<file path="src/rtl/frw_pkg.sv">
package frw_pkg;

    localparam int unsigned WIN_BITS_D  = 26;
    localparam int unsigned EXT_BITS_D  = 4;
    localparam int unsigned BLEN_BITS_D = 5;
    localparam int unsigned WORD_W      = 32;

    // Phase codes are visible on the flash bus; their order is the frame order.
    typedef enum logic [2:0] {
        PH_IDLE  = 3'd0,
        PH_CMD   = 3'd1,
        PH_ADDR  = 3'd2,
        PH_OPT   = 3'd3,
        PH_DUMMY = 3'd4,
        PH_DATA  = 3'd5
    } phase_e;

    typedef enum logic {
        CT_IDLE = 1'b0,
        CT_FILL = 1'b1
    } ctl_e;

    typedef struct packed {
        logic       cmd_en;
        logic [7:0] cmd;
        logic       addr_en;
        logic       addr4;
        logic       opt_en;
        logic [7:0] opt;
        logic [4:0] dummy;
    } frame_t;

    function automatic logic phase_on(phase_e p, frame_t f);
        case (p)
            PH_CMD:   return f.cmd_en;
            PH_ADDR:  return f.addr_en;
            PH_OPT:   return f.opt_en;
            PH_DUMMY: return f.dummy != 5'd0;
            PH_DATA:  return 1'b1;
            default:  return 1'b0;
        endcase
    endfunction

    // First enabled phase strictly after p; data is always present.
    function automatic phase_e phase_after(phase_e p, frame_t f);
        phase_e r;
        r = PH_DATA;
        for (int i = 5; i >= 1; i--) begin
            if (i > int'(p) && phase_on(phase_e'(3'(i)), f)) r = phase_e'(3'(i));
        end
        return r;
    endfunction

    // Largest power of two not above n (n >= 1).
    function automatic int unsigned pow2_floor(int unsigned n);
        int unsigned r;
        r = 1;
        for (int i = 0; i < 31; i++) begin
            if ((32'd1 << i) <= n) r = 32'd1 << i;
        end
        return r;
    endfunction

endpackage

</file>
<file path="src/rtl/frw_seq.sv">
module frw_seq
    import frw_pkg::*;
#(
    parameter int unsigned LINE_WORDS = 32,
    parameter int unsigned WA_W       = 27
) (
    input  logic                               clk,
    input  logic                               rst,
    input  logic                               start,
    input  frame_t                             frame,
    input  logic [WA_W-1:0]                    waddr,
    input  logic [$clog2(LINE_WORDS):0]        nwords,
    output logic                               done,
    output logic                               wr_en,
    output logic [$clog2(LINE_WORDS)-1:0]      wr_idx,
    output logic [WORD_W-1:0]                  wr_data,
    output logic                               fl_sel,
    output logic [2:0]                         fl_phase,
    output logic                               fl_mosi,
    input  logic                               fl_miso
);
    localparam int unsigned IDX_W = $clog2(LINE_WORDS);
    localparam int unsigned LEN_W = IDX_W + 1;
    localparam int unsigned WB    = $clog2(WORD_W);
    localparam int unsigned CNT_W = IDX_W + WB + 1;

    phase_e            phase_q;
    logic [CNT_W-1:0]  cnt_q;
    frame_t            frame_q;
    logic [WA_W-1:0]   addr_q;
    logic [LEN_W-1:0]  nw_q;
    logic [6:0]        sh_q;
    logic [23:0]       acc_q;
    logic              done_q;
    logic [CNT_W-1:0]  last_cnt;
    logic [31:0]       addr_bytes;

    assign addr_bytes = 32'({addr_q, 2'b00});

    always_comb begin
        case (phase_q)
            PH_CMD:   last_cnt = CNT_W'(7);
            PH_ADDR:  last_cnt = frame_q.addr4 ? CNT_W'(31) : CNT_W'(23);
            PH_OPT:   last_cnt = CNT_W'(7);
            PH_DUMMY: last_cnt = CNT_W'(frame_q.dummy) - CNT_W'(1);
            PH_DATA:  last_cnt = (CNT_W'(nw_q) << WB) - CNT_W'(1);
            default:  last_cnt = '0;
        endcase
    end

    always_comb begin
        fl_mosi = 1'b0;
        case (phase_q)
            PH_CMD:  fl_mosi = frame_q.cmd[3'(~cnt_q[2:0])];
            PH_ADDR: fl_mosi = frame_q.addr4 ? addr_bytes[5'(~cnt_q[4:0])]
                                             : addr_bytes[5'(5'd23 - cnt_q[4:0])];
            PH_OPT:  fl_mosi = frame_q.opt[3'(~cnt_q[2:0])];
            default: fl_mosi = 1'b0;
        endcase
    end

    always_ff @(posedge clk) begin
        if (rst) begin
            phase_q <= PH_IDLE;
            cnt_q   <= '0;
            frame_q <= '0;
            addr_q  <= '0;
            nw_q    <= '0;
            sh_q    <= '0;
            acc_q   <= '0;
            done_q  <= 1'b0;
        end else begin
            done_q <= 1'b0;
            if (start) begin
                phase_q <= phase_after(PH_IDLE, frame);
                cnt_q   <= '0;
                frame_q <= frame;
                addr_q  <= waddr;
                nw_q    <= nwords;
            end else if (phase_q != PH_IDLE) begin
                if (cnt_q == last_cnt) begin
                    cnt_q <= '0;
                    if (phase_q == PH_DATA) begin
                        phase_q <= PH_IDLE;
                        done_q  <= 1'b1;
                    end else begin
                        phase_q <= phase_after(phase_q, frame_q);
                    end
                end else begin
                    cnt_q <= cnt_q + CNT_W'(1);
                end
                if (phase_q == PH_DATA) begin
                    if (cnt_q[2:0] == 3'd7) begin
                        if (cnt_q[4:3] != 2'd3)
                            acc_q[{cnt_q[4:3], 3'b000} +: 8] <= {sh_q, fl_miso};
                    end else begin
                        sh_q <= {sh_q[5:0], fl_miso};
                    end
                end
            end
        end
    end

    // The last bit of each word completes lane 3 directly from the pin.
    assign wr_en    = (phase_q == PH_DATA) && (cnt_q[4:0] == 5'd31);
    assign wr_idx   = cnt_q[WB +: IDX_W];
    assign wr_data  = {sh_q, fl_miso, acc_q};
    assign done     = done_q;
    assign fl_sel   = phase_q != PH_IDLE;
    assign fl_phase = phase_q;

endmodule

</file>
<file path="src/rtl/frw_line.sv">
module frw_line
    import frw_pkg::*;
#(
    parameter int unsigned LINE_WORDS = 32,
    parameter int unsigned WA_W       = 27
) (
    input  logic                           clk,
    input  logic                           rst,
    input  logic                           flush,
    input  logic                           fill_start,
    input  logic [WA_W-1:0]                fill_base,
    input  logic [$clog2(LINE_WORDS):0]    fill_len,
    input  logic                           fill_done,
    input  logic                           fill_keep,
    input  logic                           wr_en,
    input  logic [$clog2(LINE_WORDS)-1:0]  wr_idx,
    input  logic [WORD_W-1:0]              wr_data,
    input  logic [WA_W-1:0]                look_addr,
    output logic                           hit,
    output logic [WORD_W-1:0]              look_data
);
    localparam int unsigned IDX_W = $clog2(LINE_WORDS);
    localparam int unsigned LEN_W = IDX_W + 1;

    logic [WORD_W-1:0] mem_q [LINE_WORDS];
    logic [WA_W-1:0]   base_q;
    logic [LEN_W-1:0]  len_q;
    logic              valid_q;
    logic              kill_q;
    logic [WA_W-1:0]   diff;

    always_ff @(posedge clk) begin
        if (wr_en) mem_q[wr_idx] <= wr_data;
    end

    always_ff @(posedge clk) begin
        if (rst) begin
            base_q  <= '0;
            len_q   <= '0;
            valid_q <= 1'b0;
            kill_q  <= 1'b0;
        end else begin
            if (fill_start) begin
                valid_q <= 1'b0;
                base_q  <= fill_base;
                len_q   <= fill_len;
                kill_q  <= 1'b0;
            end else if (fill_done) begin
                valid_q <= fill_keep && !kill_q;
            end
            // A flush during a fill keeps the fetched line from becoming valid.
            if (flush) begin
                valid_q <= 1'b0;
                kill_q  <= 1'b1;
            end
        end
    end

    assign diff      = look_addr - base_q;
    assign hit       = valid_q && (diff < WA_W'(len_q));
    assign look_data = mem_q[diff[IDX_W-1:0]];

endmodule

</file>
<file path="src/rtl/flash_read_window.sv">
module flash_read_window
    import frw_pkg::*;
#(
    parameter int unsigned WIN_BITS  = WIN_BITS_D,
    parameter int unsigned EXT_BITS  = EXT_BITS_D,
    parameter int unsigned BLEN_BITS = BLEN_BITS_D
) (
    input  logic                  clk,
    input  logic                  rst,
    input  logic                  cfg_manual,
    input  logic                  cfg_cmd_en,
    input  logic [7:0]            cfg_cmd,
    input  logic                  cfg_addr_en,
    input  logic                  cfg_addr4,
    input  logic                  cfg_opt_en,
    input  logic [7:0]            cfg_opt,
    input  logic [4:0]            cfg_dummy,
    input  logic                  cfg_burst_en,
    input  logic [BLEN_BITS-1:0]  cfg_burst_m1,
    input  logic [EXT_BITS-1:0]   cfg_ext,
    input  logic                  cfg_flush,
    input  logic                  rd_valid,
    input  logic [WIN_BITS-3:0]   rd_word,
    output logic                  rd_ready,
    output logic                  rd_resp_valid,
    output logic [WORD_W-1:0]     rd_resp_data,
    output logic                  rd_resp_err,
    output logic                  fl_sel,
    output logic [2:0]            fl_phase,
    output logic                  fl_mosi,
    input  logic                  fl_miso
);
    localparam int unsigned EXT_LSB    = WIN_BITS - 1;
    localparam int unsigned FA_W       = EXT_LSB + EXT_BITS;
    localparam int unsigned WA_W       = FA_W - 2;
    localparam int unsigned LINE_WORDS = 1 << BLEN_BITS;
    localparam int unsigned IDX_W      = BLEN_BITS;
    localparam int unsigned LEN_W      = BLEN_BITS + 1;

    frame_t             frame;
    logic [WA_W-1:0]    req_wa;
    logic [LEN_W-1:0]   burst_len;
    logic [WA_W-1:0]    align_mask;
    logic [WA_W-1:0]    fill_base;
    logic [LEN_W-1:0]   fill_len;
    logic [WA_W-1:0]    look_addr;
    logic               hit;
    logic [WORD_W-1:0]  look_data;
    logic               accept;
    logic               start_fill;
    logic               seq_done;
    logic               wr_en;
    logic [IDX_W-1:0]   wr_idx;
    logic [WORD_W-1:0]  wr_data;

    ctl_e               st_q;
    logic [WA_W-1:0]    pend_q;
    logic               keep_q;
    logic               resp_v_q;
    logic               resp_err_q;
    logic [WORD_W-1:0]  resp_data_q;

    always_comb begin
        frame.cmd_en  = cfg_cmd_en;
        frame.cmd     = cfg_cmd;
        frame.addr_en = cfg_addr_en;
        frame.addr4   = cfg_addr4;
        frame.opt_en  = cfg_opt_en;
        frame.opt     = cfg_opt;
        frame.dummy   = cfg_dummy;
    end

    // Extended bits land at flash bit 25 (word bit 23) and OR with the offset.
    assign req_wa     = {cfg_ext, {(EXT_LSB-2){1'b0}}} | WA_W'(rd_word);
    assign burst_len  = LEN_W'(cfg_burst_m1) + LEN_W'(1);
    assign align_mask = WA_W'(pow2_floor(32'(burst_len)) - 32'd1);
    assign fill_base  = cfg_burst_en ? (req_wa & ~align_mask) : req_wa;
    assign fill_len   = cfg_burst_en ? burst_len : LEN_W'(1);

    assign rd_ready   = st_q == CT_IDLE;
    assign accept     = rd_valid && rd_ready;
    assign look_addr  = (st_q == CT_FILL) ? pend_q : req_wa;
    assign start_fill = accept && !cfg_manual && !(cfg_burst_en && hit);

    always_ff @(posedge clk) begin
        if (rst) begin
            st_q        <= CT_IDLE;
            pend_q      <= '0;
            keep_q      <= 1'b0;
            resp_v_q    <= 1'b0;
            resp_err_q  <= 1'b0;
            resp_data_q <= '0;
        end else begin
            resp_v_q   <= 1'b0;
            resp_err_q <= 1'b0;
            case (st_q)
                CT_IDLE: begin
                    if (accept) begin
                        if (cfg_manual) begin
                            resp_v_q    <= 1'b1;
                            resp_err_q  <= 1'b1;
                            resp_data_q <= '0;
                        end else if (cfg_burst_en && hit) begin
                            resp_v_q    <= 1'b1;
                            resp_data_q <= look_data;
                        end else begin
                            st_q   <= CT_FILL;
                            pend_q <= req_wa;
                            keep_q <= cfg_burst_en;
                        end
                    end
                end
                CT_FILL: begin
                    if (seq_done) begin
                        resp_v_q    <= 1'b1;
                        resp_data_q <= look_data;
                        st_q        <= CT_IDLE;
                    end
                end
                default: st_q <= CT_IDLE;
            endcase
        end
    end

    assign rd_resp_valid = resp_v_q;
    assign rd_resp_err   = resp_err_q;
    assign rd_resp_data  = resp_data_q;

    frw_seq #(
        .LINE_WORDS (LINE_WORDS),
        .WA_W       (WA_W)
    ) seq_i (
        .clk      (clk),
        .rst      (rst),
        .start    (start_fill),
        .frame    (frame),
        .waddr    (fill_base),
        .nwords   (fill_len),
        .done     (seq_done),
        .wr_en    (wr_en),
        .wr_idx   (wr_idx),
        .wr_data  (wr_data),
        .fl_sel   (fl_sel),
        .fl_phase (fl_phase),
        .fl_mosi  (fl_mosi),
        .fl_miso  (fl_miso)
    );

    frw_line #(
        .LINE_WORDS (LINE_WORDS),
        .WA_W       (WA_W)
    ) line_i (
        .clk        (clk),
        .rst        (rst),
        .flush      (cfg_flush),
        .fill_start (start_fill),
        .fill_base  (fill_base),
        .fill_len   (fill_len),
        .fill_done  (seq_done),
        .fill_keep  (keep_q),
        .wr_en      (wr_en),
        .wr_idx     (wr_idx),
        .wr_data    (wr_data),
        .look_addr  (look_addr),
        .hit        (hit),
        .look_data  (look_data)
    );

endmodule

</file>
<file path="config.mk">
export PLATFORM = sky130hd
export DESIGN_NAME = flash_read_window
export DESIGN_NICKNAME = d
export VERILOG_FILES = /design/src/rtl/frw_pkg.sv /design/src/rtl/frw_seq.sv /design/src/rtl/frw_line.sv /design/src/rtl/flash_read_window.sv
export SDC_FILE = /design/constraint.sdc
export NUM_CORES = 1
export LEC_CHECK = 0
export BUFFER_PORTS_ARGS = -buffer_cell sky130_fd_sc_hd__buf_2
export CAP_MARGIN = 0
export CELL_PAD_IN_SITES_DETAIL_PLACEMENT = 1
export CELL_PAD_IN_SITES_GLOBAL_PLACEMENT = 2
export CORE_UTILIZATION = 31
export CTS_BUF_LIST = sky130_fd_sc_hd__clkbuf_8
export DETAILED_ROUTE_END_ITERATION = 10
export PLACE_DENSITY = 0.68
export SYNTH_ARGS = -nofsm -noshare
export SYNTH_HDL_FRONTEND = slang
export SYNTH_SLANG_ARGS = --single-unit
</file>
<file path="constraint.sdc">
create_clock -name clk -period 6 [get_ports clk]
set_clock_uncertainty 0.2 [all_clocks]
set_input_delay 1.2 -clock clk [delete_from_list [all_inputs] [get_ports clk]]
set_output_delay 1.2 -clock clk [all_outputs]
set_load 0.02 [all_outputs]
</file>
Word-level counts from Yosys, hierarchy flattened
Memories as Yosys holds them, arrays and structs flattened.
Index checks and enable logic that the tools add are counted.
{ "word_totals": {"input_bits": 65, "word_cells": 184, "romBits": 0, "ramBits": 1024, "latch_bits": 0, "mem_count": 1, "reg_bits": 169, "out_inout_bits": 40} }
{ "op_classes": {"multipliers": 0, "mux": 83, "n_div": 0, "order_cmp": 13, "shift": 2, "n_reduce_logical": 30, "add_sub_neg": 8, "n_eq_ne": 12, "n_bitwise": 13} }
{ "mem_list": {"columns": ["name", "depth", "width", "read_ports", "rd_clocked_by_memory_dff", "write_ports", "line_no", "text"], "rows": [
  ["line_i.mem_q", 32, 32, 1, 0, 1, "frw_line.sv:25", "logic [WORD_W-1:0] mem_q [LINE_WORDS];"]
]} }
{ "ops": {"columns": ["operator", "count"], "rows": [
  ["27-bit two-way mux", 6],
  ["32-bit two-way mux", 4],
  ["32-bit one-hot mux with 2 select lines", 1],
  ["1-bit two-way mux", 49],
  ["11-bit one-hot mux with 4 select lines", 1],
  ["3-bit two-way mux", 10],
  ["27-bit bitwise AND", 1],
  ["27-bit by 6-bit < comparator with 1-bit output", 1],
  ["27-bit inverter", 1],
  ["27-bit by 24-bit bitwise OR with 27-bit output", 1],
  ["27-bit by 1-bit subtractor with 27-bit output, second input constant", 1],
  ["27-bit subtractor", 1],
  ["24-bit bitwise mux", 1],
  ["8-bit by 7-bit variable shift with 24-bit output, first input constant", 1],
  ["8-bit by 7-bit variable part select with 24-bit output", 1],
  ["5-bit by 6-bit < comparator with 1-bit output, second input constant", 2],
  ["11-bit by 1-bit adder with 11-bit output, second input constant", 1],
  ["11-bit equality test", 1],
  ["1-bit logical AND", 11],
  ["11-bit two-way mux", 1],
  ["11-bit by 1-bit subtractor with 11-bit output, second input constant", 1],
  ["1-bit binary-select mux with 5-bit select", 2],
  ["5-bit nonzero test", 2],
  ["3-bit equality test, second input constant", 3],
  ["38 further kinds", 57]
]} }

Longest topological paths before layout
{ "logic_depth": {"word_depth": 19, "mapped_depth": 24, "ltp_nobuf": 18} }

Cells and area by module
Synthesis repeated with hierarchy kept, for this count alone.
{ "unflattened": {"hier_cells": 2823, "hier_area_um2": 49995.4} }
{ "modules_own_cells": {"columns": ["mod", "seq_area_each_um2", "instances", "cells_each", "area_per_inst_um2"], "rows": [
  ["frw_line", 31450.2, 1, 1897, 41939.0],
  ["frw_seq", 2082.0, 1, 544, 5046.1],
  ["flash_read_window", 1261.2, 1, 382, 3010.4]
]} }

Worst setup path before layout
Ideal clock, no wire load.
{ "synth_path": {"kind": "input to register", "startpoint": "in rd_word[0]", "endpoint": "reg resp_data_q[10] (netlist: rd_resp_data[10])", "path_slack_ps": -27, "path_stages": 21, "t_required_ps": 5728, "setup_time_ps": 72, "arrival_time_ps": 5756, "path_buffers": 3, "cell_sequence": "mux2i_1 -> ha_1 -> inv_1 -> fa_1 -> a21o_1 -> a21oi_1 -> xnor2_1 -> clkbuf_1 -> ha_1 -> a21o_1 -> a222oi_1 -> o2111a_1 -> o2111ai_1 -> nor4_1 -> nand4_1 -> or4_4 -> o31a_1 -> buf_6 -> o21ai_4 -> buf_12 -> mux2i_1"} }
{ "synth_via": {"elab_chain_len": 8, "elab_cells_between_ends": 14, "cone_classes": "add/sub (1); order compare (1); eq/ne (1); mux (6); bitwise (1); reduce/logical (3); memory (1)"} }
{ "synth_rtl": {"columns": ["element", "line_no", "text"], "rows": [
  ["start, declared", "flash_read_window.sv:23", "input logic [WIN_BITS-3:0] rd_word,"],
  ["27-bit by 24-bit bitwise OR with 27-bit output *", "flash_read_window.sv:74", "assign req_wa = {cfg_ext, {(EXT_LSB-2){1'b0}}} | WA_W'(rd_word);"],
  ["27-bit two-way mux *", "flash_read_window.sv:82", "assign look_addr = (st_q == CT_FILL) ? pend_q : req_wa;"],
  ["27-bit subtractor *", "frw_line.sv:59", "assign diff = look_addr - base_q;"],
  ["27-bit by 6-bit < comparator with 1-bit output / memory 32 x 32 bit (equally long branches)", null, null],
  ["1-bit logical AND / 32-bit two-way mux (equally long branches)", "frw_line.sv:60, flash_read_window.sv:103", null],
  ["1-bit logical AND / 32-bit two-way mux (equally long branches)", "flash_read_window.sv:103, flash_read_window.sv:99", null],
  ["3-bit by 2-bit inequality test with 1-bit output (no source line) / 32-bit two-way mux (equally long branches)", null, null],
  ["3-bit AND reduction (no source line) / 32-bit one-hot mux with 2 select lines (equally long branches)", null, null],
  ["end signal, assigned", "flash_read_window.sv:105", "resp_data_q <= look_data;"],
  ["end signal, assigned", "flash_read_window.sv:116", "resp_data_q <= look_data;"],
  ["end, declared", "flash_read_window.sv:61", "logic [WORD_W-1:0] resp_data_q;"]
]} }
Every way passes the cells marked *; elsewhere a longest branch is shown, timed or not. The select of a mux whose other input is x is not followed.
A chain may end at the register's enable or synchronous reset.

Worst setup path in the final report
{ "layout_path": {"startpoint": "reg st_q", "endpoint": "reg seq_i.cnt_q[7]"} }
{ "layout_via": {"elab_chain_len": 8, "elab_cells_between_ends": 11, "cone_classes": "add/sub (1); order compare (1); mux (1); bitwise (1); reduce/logical (7)"} }
{ "layout_rtl": {"columns": ["element", "line_no", "text"], "rows": [
  ["start, declared", "flash_read_window.sv:56", "ctl_e st_q;"],
  ["start signal, assigned", "flash_read_window.sv:87", "st_q <= CT_IDLE;"],
  ["start signal, assigned", "flash_read_window.sv:107", "st_q <= CT_FILL;"],
  ["start signal, assigned", "flash_read_window.sv:117", "st_q <= CT_IDLE;"],
  ["27-bit two-way mux", "flash_read_window.sv:82", null],
  ["27-bit subtractor", "frw_line.sv:59", null],
  ["27-bit by 6-bit < comparator with 1-bit output", "frw_line.sv:60", "assign hit = valid_q && (diff < WA_W'(len_q));"],
  ["1-bit logical AND", "frw_line.sv:60", null],
  ["1-bit logical AND", "flash_read_window.sv:83", "assign start_fill = accept && !cfg_manual && !(cfg_burst_en && hit);"],
  ["1-bit logical NOT", "flash_read_window.sv:83", null],
  ["1-bit logical AND *", "flash_read_window.sv:83", null],
  ["2-bit OR reduction (no source line) *", null, null],
  ["end signal, assigned", "frw_seq.sv:90", "cnt_q <= cnt_q + CNT_W'(1);"],
  ["end, declared", "frw_seq.sv:28", "logic [CNT_W-1:0] cnt_q;"]
]} }
Every way passes the cells marked *; elsewhere a longest branch is shown, timed or not.

==> results.json <==
{
  "outcome": "finished clean",
  "crit_path_end_kind": "register",
  "cts_setup_buffers": 0,
  "whs_ps": 272,
  "min-delay-path-class": "reg2reg",
  "initial_utilization_pct": 31.3,
  "criticalPathCategory": "reg2reg",
  "synth_fa_ha_area_share_pct": 1.29,
  "finalMaxSlewViolations": 0,
  "htree_num_levels": 4,
  "synthArstFlopShare_pct": 0,
  "synth_top_family_by_area": "multiplexers",
  "yosys.area.top_type": "edfxtp_1",
  "synth_common_cells": "edfxtp_1, mux4_2, dfxtp_1",
  "fp.dieH_um": 400,
  "yosys.area_share.simple_pct": 4.44,
  "drive_gt1_share_pct": 29.1,
  "grt_overflow": 0,
  "wl_per_cell_um": 26.7,
  "clockRootBuffer": "clkbuf_8",
  "insertion_delay_ps": 930,
  "nets": 3079,
  "setup_viol": 0,
  "cts_resized": 0,
  "final_antenna_net_count": 0,
  "ys.flop_type": "edfxtp_1",
  "rsz0062_at_grt": "no",
  "gp_congestion": 0.760,
  "cp.arrival_ps": 6060,
  "p_sw_w": 0.00457,
  "tritoncts": "yes",
  "power_frac_comb_pct": 10.7,
  "avgSynthCellArea_um2": 18.0,
  "synthMuxAreaShare_pct": 18.1,
  "hold_viol": 0,
  "synth-edff-count": 1024,
  "clockBufferDepth": 3,
  "num_vias": 26963,
  "drt_iter0_markers": 2365,
  "antenna_found_initial": 10,
  "drv_cap": 0,
  "cts_inserted_buffers": 198,
  "final_cell_count_no_fill": 5187,
  "place_inst": 4822,
  "period_share_pct": 90.9,
  "track_usage_pct": 17.3,
  "cts.sinks": 1192,
  "io_buffers": 104,
  "synth_compound_area_share_pct": 4.28,
  "vias_per_cell": 5.20,
  "p_int_w": 0.0131,
  "ys_warn_count": 0,
  "seq_power_share_pct": 50.6,
  "grt_max_degree": 126,
  "critPathRequiredTime_ps": 6610,
  "synth_area_mm2": 0.0491,
  "slew_headroom_pct": 13.5,
  "clk_pin_slew_ps": 70,
  "worst_slew_pin_slew_ps": 1290,
  "switching_share_pct": 25.8,
  "core-area_mm2": 0.157,
  "routed_wl_mm": 139,
  "pwr_density_cell_mw_per_mm2": 312,
  "leakage_nw": 18.1,
  "synth_area_leaders": "edfxtp_1, mux4_2, dfxtp_1",
  "num_rows": 145,
  "path_max_fanout": 19,
  "syn2layout_area_growth_pct": 15.4,
  "grt_pass1_vias": 28072,
  "start_kind": "register",
  "postCtsHoldBufs": 0,
  "synth_top_area_share_pct": 62.6,
  "synth-xor-area-share_pct": 0.535,
  "die-area_mm2": 0.160,
  "synth_cell_types": 81,
  "synth_most_common_cell": "edfxtp_1",
  "peakVddDrop_mv": 0.236,
  "syn_inst": 2731,
  "die_w_um": 400,
  "p_clk_share_pct": 38.6,
  "ys_seq_area_share_pct": 69.4,
  "max_freq_mhz": 183,
  "synth_nets": 2846,
  "ys_seq_elements": 1192,
  "drcViolationCount": 0,
  "firstDrtPassIters": 5,
  "ios": 105,
  "grt_pass1_wl_mm": 200,
  "hpwl_mm": 79.6,
  "min_period_ps": 5450
}
-- power by group through the flow --
stage               Combinational [W]  Clock, W  Sequential (W)
finish                        0.00190   0.00684         0.00897
global route                  0.00204   0.00735         0.00897
CTS                           0.00193   0.00704         0.00897
detailed placement            0.00192         0         0.00914
global placement              0.00191         0         0.00914
floorplan                     0.00131         0         0.00913
-- state kept, by name, indices dropped and copies added (netlist names) --
register        cells
seq_i.sh_q          7
keep_q              1
line_i.base_q      27
line_i.mem_q     1024
seq_i.frame_q      24
rd_resp_data       32
pend_q             27
seq_i.cnt_q        11
st_q                1
line_i.kill_q       1
seq_i.fl_phase      3
rd_resp_valid       1
line_i.valid_q      1
seq_i.acc_q        24
seq_i.done          1
line_i.len_q        6
rd_resp_err         1
-- per-layer routing --
metal | vias up | track usage, % | routed length, um
met3 | 201 | 3.26 | 8060
met2 | 857 | 27.5 | 66000
li1 | 11511 | - | -
met4 | 0 | 4.76 | 2690
met5 | - | 0 | 0
met1 | 14394 | 24.2 | 61900
-- layout by cell type, fill, tap and decap left out, types with 6 or more instances in the layout --
| master | count |
|---|---|
| a21o_1 | 13 |
| a21oi_1 | 127 |
| a31oi_1 | 7 |
| and3_1 | 10 |
| buf_12 | 28 |
| buf_2 | 103 |
| buf_4 | 74 |
| clkbuf_8 | 209 |
| clkinv_1 | 45 |
| clkinv_2 | 11 |
| dfxtp_1 | 168 |
| diode_2 | 8 |
| edfxtp_1 | 1024 |
| ha_1 | 48 |
| inv_1 | 127 |
| mux2_2 | 64 |
| mux2i_1 | 67 |
| mux4_2 | 333 |
| nand2_1 | 105 |
| nand2b_1 | 66 |
| nand3_1 | 69 |
| nand4_1 | 18 |
| nand4b_1 | 8 |
| nor2_1 | 42 |
| nor2_4 | 32 |
| nor2b_1 | 15 |
| nor3_1 | 22 |
| nor4_1 | 7 |
| o2111ai_1 | 9 |
| o211ai_1 | 6 |
| o21ai_0 | 96 |
| o21ai_1 | 7 |
| xnor2_1 | 15 |
| xor2_1 | 12 |
-- path summary, 6_finish.rpt --
kind	startpoint	to	slack, ps	cells after the start
max	st_q	seq_i.cnt_q[7]	550	18
min	rd_resp_data[0]	rd_resp_data[0]	270	2
max reg2reg	st_q	seq_i.cnt_q[7]	550	18
min reg2reg	rd_resp_data[0]	rd_resp_data[0]	270	2
-- worst max-delay path, cell delays in order, from the launching register on --
cell       delay (ps)
dfxtp_1           340
buf_4             310
mux2_2            410
fa_4              440
a21o_1            170
a21oi_1           220
xnor2_2           150
ha_1              270
a21o_1            180
a222oi_1          230
o2111a_1          240
o2111ai_1         100
nor4_1            270
nand4_1           130
or4_4             550
o31a_2            360
buf_4             200
a221o_1           460
nor2_1            130
-- cells by family (layout without fill, tap and decap cells) --
kind of cell | after synthesis | after routing
flops | 1192 | 1192
fa+ha+maj | 50 | 50
mux | 464 | 464
compound gates | 338 | 338
xor+xnor | 30 | 30
other cells | 0 | 8
simple gates | 428 | 428
buf+inv | 229 | 619
-- stage by stage --
step	utilization (%)	power [W]	cell area, um2	setup TNS (ps)	worst slack, ps
floorplan	-	0.0104	49100	0	8.12
global placement	33.8	0.0111	52900	-13420	-193
detailed placement	33.8	0.0111	52900	-11040	-186
CTS	36.1	0.0179	56700	0	526
global route	36.2	0.0184	56700	0	230
finish	36.2	0.0177	56700	0	546
-- cell type report --
cell class / count / area [um2]
fillers: 15730 / 100000
flip-flops and latches: 1192 / 34100
multi-input cells: 1310 / 14400
clock buffers: 209 / 2880
well taps: 2058 / 2570
repair buffers: 206 / 1640
clock inverters: 148 / 861
inverters: 56 / 210
diodes: 8 / 20.0
No activity file was read; power rests on OpenSTA's default activity.
